File: src/rtl/vga_agen_pkg.sv
package vga_agen_pkg;

    typedef enum logic [1:0] {
        MODE_PLANAR     = 2'b00,
        MODE_ODDEVEN    = 2'b01,
        MODE_CHAIN4     = 2'b10,
        MODE_PLANAR_ALT = 2'b11
    } agen_mode_e;

    typedef enum logic {
        ST_IDLE = 1'b0,
        ST_LIVE = 1'b1
    } agen_state_e;

endpackage

File: src/rtl/vga_agen_remap.sv
module vga_agen_remap
    import vga_agen_pkg::*;
#(
    parameter int OFF_W  = 17,
    parameter int WORD_W = 16
) (
    input  logic [OFF_W-1:0]  win_off,
    input  agen_mode_e        mode,
    output logic [WORD_W-1:0] word_idx
);

    // Each mode folds the window offset by a different shift.
    always_comb begin
        unique case (mode)
            MODE_ODDEVEN: word_idx = WORD_W'(win_off >> 1);
            MODE_CHAIN4:  word_idx = WORD_W'(win_off >> 2);
            default:      word_idx = WORD_W'(win_off);
        endcase
    end

endmodule

File: src/rtl/vga_agen_plane.sv
module vga_agen_plane
    import vga_agen_pkg::*;
#(
    parameter int PLANES = 4
) (
    input  logic [$clog2(PLANES)-1:0] low_addr,
    input  agen_mode_e                mode,
    input  logic [PLANES-1:0]         mask,
    output logic [PLANES-1:0]         lane_en
);

    localparam int SEL_W = $clog2(PLANES);

    for (genvar p = 0; p < PLANES; p++) begin : g_lane
        localparam logic [SEL_W-1:0] LANE = SEL_W'(p);
        logic hit;
        always_comb begin
            unique case (mode)
                MODE_CHAIN4:  hit = (low_addr == LANE);
                MODE_ODDEVEN: hit = (low_addr[0] == LANE[0]);
                default:      hit = 1'b1;
            endcase
        end
        assign lane_en[p] = hit & mask[p];
    end

endmodule

File: src/rtl/vga_agen_basechk.sv
module vga_agen_basechk #(
    parameter int ALIGN_W = 18
) (
    input  logic [ALIGN_W-1:0] base_low,
    output logic               misaligned
);

    assign misaligned = |base_low;

endmodule

File: src/rtl/vga_agen_top.sv
module vga_agen_top
    import vga_agen_pkg::*;
#(
    parameter int              ADDR_W   = 20,
    parameter logic [19:0]     WIN_BASE = 20'hA0000,
    parameter int              OFF_W    = 17,
    parameter int              WORD_W   = 16,
    parameter int              PHYS_W   = 32,
    parameter int              PLANES   = 4
) (
    input  logic              clk,
    input  logic              rst_n,
    input  logic              req_valid,
    input  logic [ADDR_W-1:0] vga_addr,
    input  logic [PHYS_W-1:0] vga_base,
    input  logic [1:0]        addr_mode,
    input  logic [PLANES-1:0] map_mask,
    output logic              out_valid,
    output logic [PHYS_W-1:0] phys_addr,
    output logic [PLANES-1:0] plane_en,
    output logic              cfg_err
);

    localparam int LANE_W  = $clog2(PLANES);
    localparam int ALIGN_W = WORD_W + LANE_W;

    agen_state_e       state_q, state_d;
    agen_mode_e        mode;
    logic [ADDR_W-1:0] win_full;
    logic [OFF_W-1:0]  win_off;
    logic [WORD_W-1:0] word_idx;
    logic [PLANES-1:0] lane_en;
    logic              misaligned;
    logic [PHYS_W-1:0] phys_d;

    assign mode     = agen_mode_e'(addr_mode);
    assign win_full = vga_addr - ADDR_W'(WIN_BASE);
    assign win_off  = win_full[OFF_W-1:0];

    vga_agen_remap #(.OFF_W(OFF_W), .WORD_W(WORD_W)) u_remap (
        .win_off  (win_off),
        .mode     (mode),
        .word_idx (word_idx)
    );

    vga_agen_plane #(.PLANES(PLANES)) u_plane (
        .low_addr (vga_addr[LANE_W-1:0]),
        .mode     (mode),
        .mask     (map_mask),
        .lane_en  (lane_en)
    );

    vga_agen_basechk #(.ALIGN_W(ALIGN_W)) u_basechk (
        .base_low   (vga_base[ALIGN_W-1:0]),
        .misaligned (misaligned)
    );

    // Aligned base: join instead of add.
    assign phys_d = {vga_base[PHYS_W-1:ALIGN_W], word_idx, {LANE_W{1'b0}}};

    // Next-state logic: take / drain.
    always_comb begin
        unique case (state_q)
            ST_IDLE: state_d = req_valid ? ST_LIVE : ST_IDLE;
            ST_LIVE: state_d = req_valid ? ST_LIVE : ST_IDLE;
            default: state_d = ST_IDLE;
        endcase
    end

    // State register.
    always_ff @(posedge clk) begin
        if (!rst_n) state_q <= ST_IDLE;
        else        state_q <= state_d;
    end

    // Result registers, loaded only on a take.
    always_ff @(posedge clk) begin
        if (!rst_n) begin
            phys_addr <= '0;
            plane_en  <= '0;
            cfg_err   <= 1'b0;
        end else if (req_valid) begin
            phys_addr <= phys_d;
            plane_en  <= lane_en;
            cfg_err   <= misaligned;
        end
    end

    assign out_valid = (state_q == ST_LIVE);

    // requests are expected inside the legacy window.
    a_r4_in_window: assert property (@(posedge clk) disable iff (!rst_n)
        req_valid |-> (win_full[ADDR_W-1:OFF_W] == '0));

    // one-cycle result strobe.
    a_r1_take: assert property (@(posedge clk) disable iff (!rst_n)
        req_valid |=> out_valid);
    a_r1_drain: assert property (@(posedge clk) disable iff (!rst_n)
        !req_valid |=> !out_valid);

    // upper address bits follow the base sampled with the request.
    a_r3_base_join: assert property (@(posedge clk) disable iff (!rst_n)
        req_valid |=> (phys_addr[PHYS_W-1:ALIGN_W] == $past(vga_base[PHYS_W-1:ALIGN_W])));

    // chain-4 never enables more than one plane.
    a_r6_single_plane: assert property (@(posedge clk) disable iff (!rst_n)
        (req_valid && addr_mode == MODE_CHAIN4) |=> ($countones(plane_en) <= 1));

    // odd/even never enables a plane of the wrong parity.
    a_r5_parity: assert property (@(posedge clk) disable iff (!rst_n)
        (req_valid && addr_mode == MODE_ODDEVEN && !vga_addr[0]) |=> (plane_en[1] == 1'b0 && plane_en[3] == 1'b0));

    // no plane outside the map-mask.
    a_r7_masked: assert property (@(posedge clk) disable iff (!rst_n)
        req_valid |=> ((plane_en & ~$past(map_mask)) == '0));

    // alignment flag tracks low base bits.
    a_r8_align_flag: assert property (@(posedge clk) disable iff (!rst_n)
        req_valid |=> (cfg_err == ($past(vga_base[ALIGN_W-1:0]) != '0)));

    // results hold without a request.
    a_r9_hold: assert property (@(posedge clk) disable iff (!rst_n)
        !req_valid |=> ($stable(phys_addr) && $stable(plane_en) && $stable(cfg_err)));

endmodule

File: config.mk
export PLATFORM = sky130hd
export DESIGN_NAME = vga_agen_top
export DESIGN_NICKNAME = d
export VERILOG_FILES = /design/src/rtl/vga_agen_pkg.sv /design/src/rtl/vga_agen_remap.sv /design/src/rtl/vga_agen_plane.sv /design/src/rtl/vga_agen_basechk.sv /design/src/rtl/vga_agen_top.sv
export SDC_FILE = /design/constraint.sdc
export NUM_CORES = 1
export LEC_CHECK = 0
export BUFFER_PORTS_ARGS = -buffer_cell sky130_fd_sc_hd__buf_2
export CELL_PAD_IN_SITES_DETAIL_PLACEMENT = 0
export CELL_PAD_IN_SITES_GLOBAL_PLACEMENT = 1
export CORE_MARGIN = 1
export CORE_UTILIZATION = 31
export DETAILED_ROUTE_END_ITERATION = 10
export PLACE_DENSITY_LB_ADDON = 0.1
export SLEW_MARGIN = 30
export SYNTH_ARGS = -nofsm -noshare
export SYNTH_HDL_FRONTEND = slang
export SYNTH_SLANG_ARGS = --single-unit
File: constraint.sdc
create_clock -name clk -period 1.19 [get_ports clk]
set_input_delay 0.119 -clock clk [delete_from_list [all_inputs] [get_ports clk]]
set_output_delay 0.119 -clock clk [all_outputs]
set_load 0.01 [all_outputs]
==> out/qor.yml <==
route:
  wire_per_inst_um: 12.4
  drc_errors: 0
  wirelength_mm: 4.41
  drt_pre_antenna_iters: 4
  1st_iter_drt_viols: 60
  via_per_inst: 4.70
  drtAntennaViolNets: 0
  routed-via-count: 1672
pwr:
  power_density_nw_per_um2: 1230
  largest_voltage_drop_on_the_vdd_net_mv: 0.589
  finalPower_uw: 2950
  leakage_power_of_the_design_uw: 0.00120
cts:
  cts-buffers-inserted: 5
  htree_num_levels: 2
  clk_transition_reported_paths_ns: 0.07
  clock_sink_count: 36
  ctsHoldBuffers: 0
  number_of_buffers_added_for_setup_after_cts: 0
  ctsLongestPathBuffers: 2
  post_cts_resize_count: 0
  cts_root_buffer: "sky130_fd_sc_hd__clkbuf_8"
  tritoncts: "yes"
  worst_skew_pair.late_latency_ns: 0.28
floorplan:
  initial_util: 0.321
  rows: 27
  die_height_um: 77.5
  die_width_um: 77.5
  floorplan.die_area_um2: 6000
  floorplan.core_area_um2: 5510
  top_level_ports: 99
global_route:
  maximum_number_of_pins_on_one_net_before_global_route_repair: 24
  grt_usage: 0.149
  grt_overflow: 0
  grt_pass1_vias: 1594
  antenna_violations_before_repair: 0
  grt_pass1_wl_mm: 7.14
timing:
  timing.clock.skew_ns: 0
  timing.final.crit_period_ns: 1.01
  timing.final.crit_share: 0.845
  hold_viol_final: 0
  unrepaired_setup_endpoints_after_global_routing: "false"
  final-setup-viol-count: 0
  timing.final.max_slew_violations: 0
  fmax_mhz: 994
yosys:
  top_ff_cell_synth: "sky130_fd_sc_hd__dfxtp_1"
  top_area_cell_type_share_of_the_netlist_area: 0.408
  synth_top_area_cell: "sky130_fd_sc_hd__dfxtp_1"
  yosysSeqAreaShare: 0.408
  syn_inst: 191
  post_syn_area_um2: 1770
  syn-mean-instance-area_um2: 9.24
  ys_top_cells_by_area: "sky130_fd_sc_hd__dfxtp_1 41%, sky130_fd_sc_hd__mux2i_1 10%, sky130_fd_sc_hd__a22o_1 7.4%"
  yosys_warnings: 0
  synth_cell_type_count: 31
  netlist_top_cells_count: "36 x sky130_fd_sc_hd__dfxtp_1, 18 x sky130_fd_sc_hd__mux2i_1, 16 x sky130_fd_sc_hd__nor2b_1, 16 x sky130_fd_sc_hd__o21ai_1"
  most_frequently_used_cell_type_in_the_post_synthesis_netlist: "sky130_fd_sc_hd__dfxtp_1"
  number_of_synthesized_flops_with_an_enable_pin: 0
  synth-async-reset-ratio: 0
  synth_seq_cells: 36
placed_design:
  gp_congestion: 0.744
  final_hpwl_dp_mm: 3.30
  portBuffers: 93
  placement.cell_area_um2: 2290
outcome:
  run_status: "finished, final reports clean"
run:
  timing.max_cap.violations: 0
layout:
  final_standard_cell_area_without_fillers_um2: 2400
  n_antenna_cell: 0
  area_growth_pct: 35.9
  share_of_post_route_cells_with_drive_strength_above_1: 0.391
  layout.nets: 347
hold_path:
  number_of_cells_on_the_worst_hold_path: 3
  worst_hold_path_type: "in -> reg"
critical_path:
  cp.depth: 6
  reg2reg_depth: 2
  path_cells: "buf_2 > inv_1 > ha_1 > buf_4 > nand3b_1 > a311oi_1"
  crit_path_max_fanout: 7
  path_buf_inv: 3
  timing.critical_path.required_ns: 1.38
  dominant_delay_contributor_by_cell_family_on_the_critical_path: "adder cells"
  worst-setup-path-type: "in -> reg"
  critical_path.endpoint_type: "register"
  cpMaxStageDelayCell: "sky130_fd_sc_hd__ha_1"
  endpoint_arrival_time_on_the_critical_path_ns: 1.20
  setup.worst_path.start_class: "input port"
  largest_stage_delay_worst_path_ns: 0.35
flip-flops by register name (all words and copies together), names as in the netlist:
register and cells:
phys_addr 30, plane_en 4, cfg_err 1, out_valid 1
power by group:
| part | total (uW) | leakage, uW | switching (uW) | internal [uW] |
|---|---|---|---|---|
| clock network | 1050 | 0.0000552 | 432 | 622 |
| registers | 1310 | 0.000296 | 32.1 | 1280 |
| logic | 583 | 0.000846 | 298 | 285 |
through the flow:
| step | setup TNS [ns] | utilization | hold WS, ns | instances | worst slack [ns] |
|---|---|---|---|---|---|
| 2_1_floorplan | 0 | - | 0.266 | 192 | 0.112 |
| 3_3_place_gp | -1.26 | 0.416 | 0.354 | 348 | -0.0912 |
| 3_5_place_dp | -1.30 | 0.416 | 0.364 | 348 | -0.109 |
| 4_1_cts | 0 | 0.436 | 0.0615 | 356 | 0.195 |
| 5_1_grt | 0 | 0.436 | 0.0818 | 356 | 0.118 |
| 6_report | 0 | 0.436 | 0.0701 | 356 | 0.184 |
layout make-up:
class,instances,area [um2]
clock buffer,6,72.6
clock inverter,2,35.0
fill,563,3110
inverter,4,15.0
multi-input combinational,135,902
sequential,36,721
tap,72,90.1
timing repair buffer,101,563
final timing paths:
check | from | endpoint | slack, ns
worst min register to register | phys_addr[30] | phys_addr[30] | 0.49
worst max-delay path | addr_mode[0] | phys_addr[17] | 0.18
worst max register to register | phys_addr[14] | phys_addr[14] | 0.41
worst min-delay path | vga_base[29] | phys_addr[29] | 0.07
kinds of logic after synthesis:
logic type,share of synthesized area
and+or+nand+nor,0.163
AOI/OAI and AO/OA,0.220
DFF,0.408
buffers and inverters,0.0829
muxes,0.102
adders and majority gates,0.0213
other,0.00212
worst reg2reg max path: cells and delay by family, from the launching register on:
family	cells	cell delay, ns
flip-flops	1	0.32
AO/OA/AOI/OAI	1	0.23
AND/OR/NAND/NOR	1	0.13
placed cells by master, fill, tap and decap left out, drive strengths merged, types with 2 or more instances in the layout:
cell    synthesis  layout
dfxtp          36      36
buf            16     101
nor2b          16      16
inv             4       4
nor2           15      15
ha              3       3
o21ai          17      17
conb            1       2
nor4            3       3
mux2i          18      18
nor3            3       3
a211oi          2       2
clkbuf          1       6
a21oi           3       3
o21a            2       2
nand2          15      15
a22oi          14      14
a22o           15      15
metal layers:
layer	wire length [um]	global-route usage
met5	0	0
met4	31	0.0453
met3	349	0.0400
met2	1990	0.258
met1	2040	0.178
No activity file was read; power rests on OpenSTA's default activity.
